$ cat config.mk
export PLATFORM = sky130hd
export DESIGN_NAME = ptw_nl_prefetch
export DESIGN_NICKNAME = d
export VERILOG_FILES = /design/src/rtl/ptw_pf_pkg.sv /design/src/rtl/ptw_pf_trigger.sv /design/src/rtl/ptw_pf_filter.sv /design/src/rtl/ptw_pf_slot.sv /design/src/rtl/ptw_nl_prefetch.sv
export SDC_FILE = /design/constraint.sdc
export NUM_CORES = 1
export LEC_CHECK = 0
export BUFFER_PORTS_ARGS = -buffer_cell sky130_fd_sc_hd__clkbuf_2
export CAP_MARGIN = 25
export CORE_AREA = 2 2 130 132
export DETAILED_ROUTE_END_ITERATION = 7
export DIE_AREA = 0 0 132 134
export GPL_ROUTABILITY_DRIVEN = 0
export PLACE_DENSITY = 0.62
export REMOVE_ABC_BUFFERS = 1
export SLEW_MARGIN = 20
export SYNTH_ARGS = -nofsm -noshare
export SYNTH_HDL_FRONTEND = slang
export SYNTH_SLANG_ARGS = --single-unit
$ cat constraint.sdc
create_clock -name clk_i -period 2.7 [get_ports clk_i]
set_input_delay 0.27 -clock clk_i [delete_from_list [all_inputs] [get_ports clk_i]]
set_output_delay 0.27 -clock clk_i [all_outputs]
set_load 0.1 [all_outputs]
$ cat src/rtl/ptw_pf_pkg.sv
package ptw_pf_pkg;
  typedef enum logic [1:0] {
    CAUSE_NONE   = 2'd0,
    CAUSE_MISS   = 2'd1,
    CAUSE_PF_HIT = 2'd2
  } pf_cause_e;
endpackage

$ cat src/rtl/ptw_pf_trigger.sv
module ptw_pf_trigger
  import ptw_pf_pkg::*;
#(
  parameter int PPN_W  = 20,
  parameter int LINE_W = 6
) (
  input  logic                    lookup_valid_i,
  input  logic                    mid_hit_i,
  input  logic                    leaf_hit_i,
  input  logic                    leaf_from_pf_i,
  input  logic [PPN_W-1:0]        frame_ppn_i,
  input  logic [LINE_W-1:0]       leaf_line_i,
  output logic                    cand_v_o,
  output logic [PPN_W+LINE_W-1:0] cand_line_o
);
  pf_cause_e cause;
  logic      at_frame_end;

  always_comb begin
    if (!lookup_valid_i || !mid_hit_i) cause = CAUSE_NONE;
    else if (!leaf_hit_i)              cause = CAUSE_MISS;
    else if (leaf_from_pf_i)           cause = CAUSE_PF_HIT;
    else                               cause = CAUSE_NONE;
  end

  // next line would leave the frame the 2 MB entry points to
  assign at_frame_end = &leaf_line_i;
  assign cand_v_o     = (cause != CAUSE_NONE) && !at_frame_end;
  assign cand_line_o  = {frame_ppn_i, leaf_line_i + LINE_W'(1)};
endmodule

$ cat src/rtl/ptw_pf_filter.sv
module ptw_pf_filter #(
  parameter int LA_W  = 26,
  parameter int DEPTH = 4
) (
  input  logic            clk_i,
  input  logic            rst_ni,
  input  logic            flush_i,
  input  logic [LA_W-1:0] probe_i,
  input  logic            ins_i,
  output logic            hit_o
);
  localparam int PTR_W = (DEPTH > 1) ? $clog2(DEPTH) : 1;

  logic [LA_W-1:0]  tag_q [DEPTH];
  logic [DEPTH-1:0] vld_q;
  logic [DEPTH-1:0] hit_vec;
  logic [PTR_W-1:0] ptr_q;

  for (genvar g = 0; g < DEPTH; g++) begin : g_cmp
    assign hit_vec[g] = vld_q[g] && (tag_q[g] == probe_i);
  end
  assign hit_o = |hit_vec;

  always_ff @(posedge clk_i or negedge rst_ni) begin
    if (!rst_ni) begin
      vld_q <= '0;
      ptr_q <= '0;
    end else if (flush_i) begin
      vld_q <= '0;
      ptr_q <= '0;
    end else if (ins_i) begin
      vld_q[ptr_q] <= 1'b1;
      ptr_q <= (ptr_q == PTR_W'(DEPTH-1)) ? '0 : ptr_q + PTR_W'(1);
    end
  end

  always_ff @(posedge clk_i) begin
    if (ins_i && !flush_i) tag_q[ptr_q] <= probe_i;
  end

  // history never holds the same line twice
  a_r6_unique_hit: assert property (@(posedge clk_i) disable iff (!rst_ni)
    $onehot0(hit_vec));
  a_r6_no_dup_insert: assert property (@(posedge clk_i) disable iff (!rst_ni)
    ins_i |-> !hit_o);
endmodule

$ cat src/rtl/ptw_pf_slot.sv
module ptw_pf_slot #(
  parameter int LA_W = 26
) (
  input  logic            clk_i,
  input  logic            rst_ni,
  input  logic            flush_i,
  input  logic            load_i,
  input  logic [LA_W-1:0] line_i,
  input  logic            ready_i,
  output logic            valid_o,
  output logic [LA_W-1:0] line_o
);
  always_ff @(posedge clk_i or negedge rst_ni) begin
    if (!rst_ni) begin
      valid_o <= 1'b0;
      line_o  <= '0;
    end else if (flush_i) begin
      valid_o <= 1'b0;
    end else if (load_i) begin
      valid_o <= 1'b1;
      line_o  <= line_i;
    end else if (valid_o && ready_i) begin
      valid_o <= 1'b0;
    end
  end

  a_r7_hold: assert property (@(posedge clk_i) disable iff (!rst_ni)
    (valid_o && !ready_i && !load_i && !flush_i) |=> (valid_o && $stable(line_o)));
  a_r9_drain: assert property (@(posedge clk_i) disable iff (!rst_ni)
    (valid_o && ready_i && !load_i && !flush_i) |=> !valid_o);
  a_r10_flush: assert property (@(posedge clk_i) disable iff (!rst_ni)
    flush_i |=> !valid_o);
  a_r8_replace: assert property (@(posedge clk_i) disable iff (!rst_ni)
    (load_i && !flush_i) |=> (valid_o && line_o == $past(line_i)));
endmodule

$ cat src/rtl/ptw_nl_prefetch.sv
module ptw_nl_prefetch #(
  parameter int PPN_W             = 20,
  parameter int ENTRIES_PER_FRAME = 512,
  parameter int ENTRIES_PER_LINE  = 8,
  parameter int FILT_DEPTH        = 4,
  localparam int LINE_W = $clog2(ENTRIES_PER_FRAME / ENTRIES_PER_LINE),
  localparam int LA_W   = PPN_W + LINE_W
) (
  input  logic              clk_i,
  input  logic              rst_ni,
  input  logic              flush_i,
  input  logic              lookup_valid_i,
  input  logic              mid_hit_i,
  input  logic              leaf_hit_i,
  input  logic              leaf_from_pf_i,
  input  logic [PPN_W-1:0]  frame_ppn_i,
  input  logic [LINE_W-1:0] leaf_line_i,
  output logic              pf_valid_o,
  input  logic              pf_ready_i,
  output logic [LA_W-1:0]   pf_line_o
);
  logic            cand_v, filt_hit, load;
  logic [LA_W-1:0] cand_line;

  ptw_pf_trigger #(.PPN_W(PPN_W), .LINE_W(LINE_W)) u_trig (
    .lookup_valid_i (lookup_valid_i),
    .mid_hit_i      (mid_hit_i),
    .leaf_hit_i     (leaf_hit_i),
    .leaf_from_pf_i (leaf_from_pf_i),
    .frame_ppn_i    (frame_ppn_i),
    .leaf_line_i    (leaf_line_i),
    .cand_v_o       (cand_v),
    .cand_line_o    (cand_line)
  );

  assign load = cand_v && !filt_hit && !flush_i;

  ptw_pf_filter #(.LA_W(LA_W), .DEPTH(FILT_DEPTH)) u_filt (
    .clk_i   (clk_i),
    .rst_ni  (rst_ni),
    .flush_i (flush_i),
    .probe_i (cand_line),
    .ins_i   (load),
    .hit_o   (filt_hit)
  );

  ptw_pf_slot #(.LA_W(LA_W)) u_slot (
    .clk_i   (clk_i),
    .rst_ni  (rst_ni),
    .flush_i (flush_i),
    .load_i  (load),
    .line_i  (cand_line),
    .ready_i (pf_ready_i),
    .valid_o (pf_valid_o),
    .line_o  (pf_line_o)
  );

  a_r5_in_frame: assert property (@(posedge clk_i) disable iff (!rst_ni)
    pf_valid_o |-> (pf_line_o[LINE_W-1:0] != '0));
  a_r4_mid_needed: assert property (@(posedge clk_i) disable iff (!rst_ni)
    $rose(pf_valid_o) |-> $past(lookup_valid_i && mid_hit_i));
  a_r3_trigger_kind: assert property (@(posedge clk_i) disable iff (!rst_ni)
    $rose(pf_valid_o) |-> $past(!leaf_hit_i || leaf_from_pf_i));
endmodule

==> results.json, run 1 <==
{
  "status": "finished clean",
  "cts_buffers": 17,
  "slew_violations": 0,
  "clk-insertion-delay-late_ns": 0.42,
  "wl_um": 13300,
  "antenna_found_initial": 0,
  "cts_sinks": 137,
  "place_hpwl_um": 9270,
  "post_cts_buffers": 0,
  "initial_utilization": 0.380,
  "path_clk_slew_ns": 0.06,
  "max_slew.worst_pin.slew_ns": 0.587,
  "pre_cts_ws_ns": -0.177,
  "dr.pass1.iters": 4,
  "drc": 0,
  "ys_warn_count": 0,
  "crit_required_ns": 2.87,
  "reg2regPathDepth": 9,
  "ant_nets": 0,
  "wl_per_cell_um": 17.9,
  "cellLeakagePower_nw": 2.67,
  "setup_violations": 0,
  "hold_violations": 0,
  "routed_via_density": 4.85,
  "maxUsedRoutingLayer": "met4",
  "cp_slowest_stage_delay_ns": 0.56,
  "cp-end-kind": "flop",
  "min_path_type": "in -> reg",
  "cts_root_buf": "clkbuf_16",
  "fill_cells": 1461,
  "drt_iter0_drc": 219,
  "synth_top_area_share": 0.504,
  "die_y_um": 134,
  "tritoncts": "yes",
  "portBuffers": 60,
  "critPathKind": "in -> reg",
  "critPathMostFrequentCell": "nand4_1",
  "fin_skew_ns": 0.00680,
  "grt_max_degree": 34,
  "final_cell_mix": "104 x edfxtp_1, 93 x xnor2_1, 60 x clkbuf_2",
  "crit_fanout": 15,
  "whs_ns": 0.103,
  "coreArea_mm2": 0.0163,
  "die-area_mm2": 0.0177,
  "synthCells": 428,
  "grt_pass1_vias": 3851,
  "holdBufCountCts": 0,
  "dr_wl_met3_um": 675,
  "synth_area_mm2": 0.00620,
  "synth-edff-count": 104,
  "die_w_um": 132,
  "syn-mean-instance-area_um2": 14.5,
  "powerDensity_mw_per_mm2": 763,
  "async_flop_share": 0.241,
  "crit_arrival_ns": 2.66,
  "ys_types": 44,
  "finalCriticalPeriod_ns": 2.48,
  "irDropWorstVdd_uv": 556,
  "min_period_over_period": 0.920,
  "layout.nets": 549,
  "post-route-worst-setup-slack_ns": 0.215,
  "fmax_mhz": 402,
  "htree_levels": 4,
  "pin_count": 61,
  "final_common_cell": "edfxtp_1",
  "rows": 47,
  "vias": 3602,
  "synth.area.top_cells": "edfxtp_1 50%, dfrtp_1 13%, xnor2_1 13%, mux2_2 4.5%, nand4_1 2.1%",
  "cts_buffer_depth": 2,
  "ctsResizeCount": 0,
  "synth_seq_cells": 137,
  "maxSlewHeadroom": 0.605,
  "wl_met1_um": 5910,
  "hold_depth": 2,
  "cpMaxStageDelayCell": "nor4_1",
  "grt_setup_unrepaired": "false",
  "yosysTopAreaCell": "edfxtp_1",
  "overflow": 0,
  "synth_ff_type": "edfxtp_1",
  "syn_to_final_growth_pct": 21.0,
  "wl_met2_um": 6290,
  "start_kind": "input port",
  "drive_gt1_frac": 0.285,
  "antenna_cells": 0,
  "drv_cap": 0,
  "grt_pass1_wl_um": 21400,
  "path_cells": "clkbuf_2, ha_1, buf_4, xnor2_1, nand4_1, nor4_1, nand4_1, o311ai_4, nor3_4, and2_1, buf_12",
  "grt_usage": 0.161,
  "ys_seq_area_frac": 0.637
}
[cell usage after synthesis, types with 2 or more instances]
master,n
a2111oi_0,2
a21oi_1,4
a22o_1,4
a311oi_1,2
a31o_2,2
a31oi_1,2
and2_1,4
and3_1,5
buf_2,5
buf_4,2
buf_6,4
clkbuf_1,22
dfrtp_1,33
edfxtp_1,104
ha_1,5
inv_1,7
mux2_2,25
nand2_1,6
nand2b_1,9
nand3_1,8
nand3b_1,3
nand4_1,21
nor2_1,3
nor3_1,9
nor4_1,8
o211a_1,2
o211ai_1,4
o21ai_0,4
or3_1,2
xnor2_1,93
xor2_1,11
[power breakdown]
part	internal (mW)	switching [mW]
Combinational	0.260	0.921
Sequential	2.39	0.0517
Clock	1.30	0.803
Total	3.95	1.78
[worst max-delay path, delay by kind of cell]
family	cells	cell delay, ns
fa+ha+maj	1	0.36
compound gates	1	0.16
buf+inv	3	0.45
simple gates	5	1.25
xor+xnor	1	0.16
[cell families (layout without fill, tap and decap cells)]
kind of cell,Yosys count,after routing,synth area share
simple gates,84,84,0.0826
compound gates,31,31,0.0402
flops,137,137,0.637
buf+inv,40,134,0.0313
mux,26,26,0.0472
fa+ha+maj,5,5,0.0101
xor+xnor,105,105,0.151
[state kept, by name, indices dropped and copies added, names as in the netlist]
register        count
u_filt.tag_q      104
u_slot.valid_o      1
u_filt.ptr_q        2
u_filt.vld_q        4
u_slot.line_o      26
[cell type report]
type                    count  area (um2)  share of cell area
well taps                 220         275              0.0367
inverters                   7        26.3             0.00350
repair buffers             96         668              0.0891
multi-input cells         251        2050               0.274
clock buffers              26         479              0.0639
clock inverters             5        47.5             0.00634
flip-flops and latches    137        3950               0.527
[path summary, 6_finish.rpt]
| check | slack (ns) | to | startpoint |
|---|---|---|---|
| setup reg to reg | 0.26 | u_filt.tag_q[2][7] | u_filt.tag_q[1][4] |
| max in group asynchronous | 1.92 | u_slot.line_o[2] | rst_ni |
| min in group asynchronous | 0.32 | u_slot.line_o[15] | rst_ni |
| hold / removal | 0.10 | u_slot.valid_o | flush_i |
| hold reg to reg | 0.49 | u_slot.line_o[17] | u_slot.line_o[17] |
| setup / recovery | 0.22 | u_filt.tag_q[2][7] | leaf_line_i[1] |
[metal layers]
| layer | track usage | vias to the layer above |
|---|---|---|
| li1 | - | 1709 |
| met4 | 0.0779 | 0 |
| met2 | 0.252 | 92 |
| met1 | 0.210 | 1775 |
| met3 | 0.0416 | 26 |
| met5 | 0 | - |
[per-stage QoR]
stage	utilization	cells	setup TNS, ns	power (mW)	cell area (um2)
after CTS	0.458	740	0	5.79	7460
after floorplan	-	395	-76.45	3.37	6030
after global placement	0.426	709	-22.11	3.65	6940
final	0.460	742	0	5.72	7500
after global routing	0.460	742	0	5.92	7500
after detailed placement	0.426	709	-20.12	3.67	6940
Power figures use the tool's default switching activity.
==> run 2: changes to the inputs <==
BUFFER_PORTS_ARGS = -buffer_cell sky130_fd_sc_hd__buf_2   (was -buffer_cell sky130_fd_sc_hd__clkbuf_2)
==> results.json, run 2 (synthesis gave the netlist of run 1 again) <==
{
  "coreArea_mm2": 0.0163,
  "grt_setup_unrepaired": "false",
  "status": "finished clean",
  "cpMaxStageDelayCell": "edfxtp_1",
  "cp_slowest_stage_delay_ns": 0.42,
  "crit_fanout": 22,
  "ctsResizeCount": 0,
  "pre_cts_ws_ns": -0.157,
  "routed_via_density": 4.94,
  "clk-insertion-delay-late_ns": 0.42,
  "crit_required_ns": 2.87,
  "finalCriticalPeriod_ns": 2.48,
  "overflow": 0,
  "path_clk_slew_ns": 0.06,
  "wl_um": 13400,
  "seq_area_mm2": 0.00395,
  "cts_root_buf": "clkbuf_16",
  "fin_util": 0.461,
  "slew_violations": 0,
  "post_cts_buffers": 0,
  "final_common_cell": "edfxtp_1",
  "grt_usage": 0.160,
  "powerDensity_mw_per_mm2": 804,
  "top_register": "u_filt.tag_q",
  "cts_buffer_depth": 2,
  "tritoncts": "yes",
  "grtUsageMet2": 0.260,
  "cellLeakagePower_nw": 2.67,
  "crit_path_start": "u_filt.tag_q[1][4]",
  "crit_arrival_ns": 2.65,
  "drive_gt1_frac": 0.286,
  "grt_use_met3": 0.0367,
  "drt_iter0_drc": 298,
  "critPathKind": "reg -> reg",
  "irDropWorstVdd_uv": 644,
  "maxSlewHeadroom": 0.435,
  "place_hpwl_um": 9650,
  "layout.nets": 544,
  "critical-path-top-delay-family": "compound AO/OA/AOI/OAI gates",
  "fin_skew_ns": 0.00895,
  "die_y_um": 134,
  "min_period_over_period": 0.917,
  "portBuffers": 60,
  "rows": 47,
  "dr.pass1.iters": 4,
  "die_w_um": 132,
  "syn_to_final_growth_pct": 21.2,
  "use_met1": 0.208,
  "htree_levels": 4,
  "fmax_mhz": 404,
  "timing.rr.start": "u_filt.tag_q[1][4]",
  "wl_per_cell_um": 18.2,
  "start_kind": "flop",
  "min_path_type": "in -> reg",
  "cp-end-kind": "flop",
  "whs_ns": 0.110,
  "largest_reg_flops": 104,
  "r2r_slack_ns": 0.22,
  "critPathBufInv": 2,
  "hold_start": "pf_ready_i",
  "pin_count": 61,
  "die-area_mm2": 0.0177,
  "grt_pass1_wl_um": 21100,
  "hold_violations": 0,
  "max_slew.worst_pin.slew_ns": 0.848,
  "grt_max_degree": 34,
  "post-route-worst-setup-slack_ns": 0.223,
  "path_cells": "and3_1, o211a_1, a2111oi_0, buf_4, nand4_1, o311ai_4, nor3_4, and2_1, buf_12",
  "busiest_layer": "met2",
  "fill_cells": 1446,
  "ant_nets": 0,
  "reg_top3": "u_filt.tag_q (104), u_slot.line_o (26), u_filt.vld_q (4)",
  "antenna_found_initial": 0,
  "drc": 0,
  "vias": 3643,
  "setup_violations": 0,
  "grt_pass1_vias": 3735,
  "stdcell_count": 738,
  "initial_utilization": 0.380,
  "cts_sinks": 137,
  "dp.cells": 705,
  "drv_cap": 0,
  "antenna_cells": 0,
  "multi_input_area_mm2": 0.00205,
  "cts_buffers": 17,
  "final_cell_mix": "104 x edfxtp_1, 93 x xnor2_1, 60 x buf_2"
}
==> run 2: cell types whose count changed in the layout (fill, tap and decap cells not counted) <==
| cell | previous run | this run |
|---|---|---|
| clkbuf_1 | 7 | 3 |
| clkbuf_2 | 60 | 0 |
| clkinvlp_4 | 0 | 1 |
| clkbuf_8 | 2 | 3 |
| buf_4 | 28 | 26 |
| buf_16 | 1 | 0 |
| buf_2 | 0 | 60 |
| buf_12 | 6 | 4 |
| bufinv_16 | 1 | 4 |
| clkinv_1 | 2 | 3 |
| clkinv_2 | 2 | 1 |
==> run 2: power breakdown <==
group / internal, mW / total [mW] / leakage (nW) / switching (mW)
Combinational: 0.253 / 1.18 / 1.03 / 0.926
Clock: 1.61 / 2.42 / 0.300 / 0.818
Sequential: 2.39 / 2.43 / 1.34 / 0.0481
==> run 2: path summary, 6_finish.rpt <==
path / end / cells after the start
min in group asynchronous: u_slot.line_o[9] / 2
worst max register to register: u_filt.tag_q[3][23] / 9
max in group asynchronous: u_slot.line_o[4] / 2
worst max-delay path: u_filt.tag_q[3][23] / 9
worst min-delay path: u_slot.valid_o / 3
worst min register to register: u_slot.line_o[17] / 1
==> run 2: layout make-up <==
type | instances | area share
clock buffer | 23 | 0.0636
clock inverter | 9 | 0.0192
inverter | 7 | 0.00350
multi-input combinational | 251 | 0.273
sequential | 137 | 0.526
tap | 220 | 0.0366
timing repair buffer | 91 | 0.0779
==> run 2: stage by stage <==
step	setup TNS (ns)	total power, mW	cell area [um2]
global placement	-10.43	3.65	6880
detailed placement	-17.91	3.67	6880
finish	0	6.04	7510
global route	0	6.24	7510
CTS	0	6.10	7510
floorplan	-76.45	3.37	6030
==> run 2: layer usage <==
metal  vias up  part of all wire  routed length (um)
met5         -                 0                   0
met4         0             0.020                 267
met3        22             0.040                 544
met2        90              0.48                6470
met1      1817              0.46                6160
li1       1714                 -                   -
==> run 2: what timing repair did <==
item / 4_1_cts / 5_1_grt
setup endpoints to repair: 0 / 0
hold endpoints to repair: 33 / 0
hold buffers: 1 / 0
==> run 2: worst min-delay path, delay by kind of cell <==
family	cells	cell delay (ns)
and+or+nand+nor	1	0.09
AOI/OAI and AO/OA	1	0.06
buffers and inverters	1	0.07
==> run 3: changes to the inputs <==
CAP_MARGIN = 0   (was 25)
CORE_AREA = 2 2 121 123   (was 2 2 130 132)
DIE_AREA = 0 0 123 125   (was 0 0 132 134)
PLACE_DENSITY = 0.76   (was 0.62)
==> results.json, run 3 (synthesis gave the netlist of run 1 again) <==
{
  "place_hpwl_um": 9210,
  "die_w_um": 123,
  "post-route-worst-setup-slack_ns": 0.182,
  "post_cts_buffers": 0,
  "min_path_type": "in -> reg",
  "whs_ns": 0.105,
  "cpMaxStageDelayCell": "nor4_2",
  "layout.nets": 541,
  "drc": 0,
  "dr.pass1.iters": 4,
  "path_cells": "buf_2, ha_1, buf_4, xnor2_1, nand4_1, nor4_2, nand4_1, o311ai_4, nor3_4, and2_1, buf_12",
  "overflow": 0,
  "top_register": "u_filt.tag_q",
  "largest_reg_flops": 104,
  "max_slew.worst_pin.slew_ns": 0.860,
  "grt_max_degree": 34,
  "finalCriticalPeriod_ns": 2.52,
  "cts_root_buf": "clkbuf_16",
  "pre_cts_ws_ns": -0.387,
  "final_cell_mix": "104 x edfxtp_1, 93 x xnor2_1, 60 x buf_2",
  "irDropWorstVdd_uv": 600,
  "clk-insertion-delay-late_ns": 0.43,
  "initial_utilization": 0.436,
  "crit_required_ns": 2.87,
  "cts_sinks": 137,
  "dp.cells": 666,
  "drv_cap": 0,
  "grt_usage": 0.183,
  "cts_buffer_depth": 2,
  "powerDensity_mw_per_mm2": 808,
  "fin_util": 0.525,
  "portBuffers": 60,
  "rows": 44,
  "crit_fanout": 21,
  "setup_tns_ns": 0,
  "setup_violations": 0,
  "final_common_cell": "edfxtp_1",
  "critical-path-top-delay-family": "simple AND/OR/NAND/NOR gates",
  "pin_count": 61,
  "drive_gt1_frac": 0.285,
  "min_period_over_period": 0.933,
  "syn_to_final_growth_pct": 20.3,
  "tritoncts": "yes",
  "critPathKind": "in -> reg",
  "cts_buffers": 17,
  "crit_arrival_ns": 2.69,
  "cp_slowest_stage_delay_ns": 0.45,
  "ant_nets": 0,
  "htree_levels": 4,
  "maxSlewHeadroom": 0.427,
  "vias": 3673,
  "critPathBufInv": 3,
  "critPathMostFrequentCell": "nand4_1",
  "drt_iter0_drc": 261,
  "path_clk_slew_ns": 0.06,
  "grt_pass1_wl_um": 20700,
  "routed_via_density": 5.25,
  "reg_top3": "u_filt.tag_q (104), u_slot.line_o (26), u_filt.vld_q (4)",
  "wl_per_cell_um": 18.8,
  "grt_setup_unrepaired": "false",
  "fmax_mhz": 397,
  "antenna_found_initial": 0,
  "cp-end-kind": "flop",
  "grt_pass1_vias": 3732,
  "wl_um": 13200,
  "fin_skew_ns": 0.0181,
  "start_kind": "input port",
  "cellLeakagePower_nw": 2.65,
  "coreArea_mm2": 0.0142,
  "antenna_cells": 0,
  "hold_violations": 0,
  "die-area_mm2": 0.0154,
  "slew_violations": 0,
  "status": "finished clean",
  "stdcell_count": 699,
  "die_y_um": 125
}
## run 3: final timing paths
kind / slack (ns) / depth (start not counted) / start / to
worst max-delay path: 0.18 / 11 / leaf_line_i[0] / u_filt.tag_q[1][7]
worst min-delay path: 0.11 / 2 / flush_i / u_slot.valid_o
worst max register to register: 0.22 / 9 / u_filt.tag_q[1][4] / u_filt.tag_q[1][7]
worst min register to register: 0.49 / 1 / u_slot.line_o[17] / u_slot.line_o[17]
max in group asynchronous: 1.65 / 2 / rst_ni / u_slot.line_o[11]
min in group asynchronous: 0.50 / 2 / rst_ni / u_slot.line_o[0]
## run 3: where the power goes
part,internal [mW],total (mW),switching [mW]
Clock,1.55,2.41,0.862
Sequential,2.39,2.44,0.0529
Combinational,0.252,1.17,0.923
Total,4.18,6.02,1.84
## run 3: per-stage QoR
| step | cell area [um2] | power [mW] |
|---|---|---|
| floorplan | 6030 | 3.37 |
| global placement | 6830 | 3.64 |
| detailed placement | 6830 | 3.66 |
| CTS | 7450 | 6.06 |
| global route | 7450 | 6.19 |
| finish | 7450 | 6.02 |
## run 3: what timing repair did
item	4_1_cts	5_1_grt
gates resized for setup	0	1
hold buffers	1	0
endpoints found under the setup margin	0	130
hold endpoints to repair	8	0
## run 3: layout make-up
class	count	area (um2)
Timing Repair Buffer	88	576
Clock buffer	21	440
Tap cell	184	230
Clock inverter	11	170
Fill cell	1185	6750
Multi-Input combinational cell	251	2060
Inverter	7	26.3
Sequential cell	137	3950
## run 3: routing by layer
metal / GRT usage / part of all wire
met3: 0.0438 / 0.057
met4: 0.0769 / 0.028
met5: 0 / 0
met1: 0.248 / 0.44
met2: 0.284 / 0.48
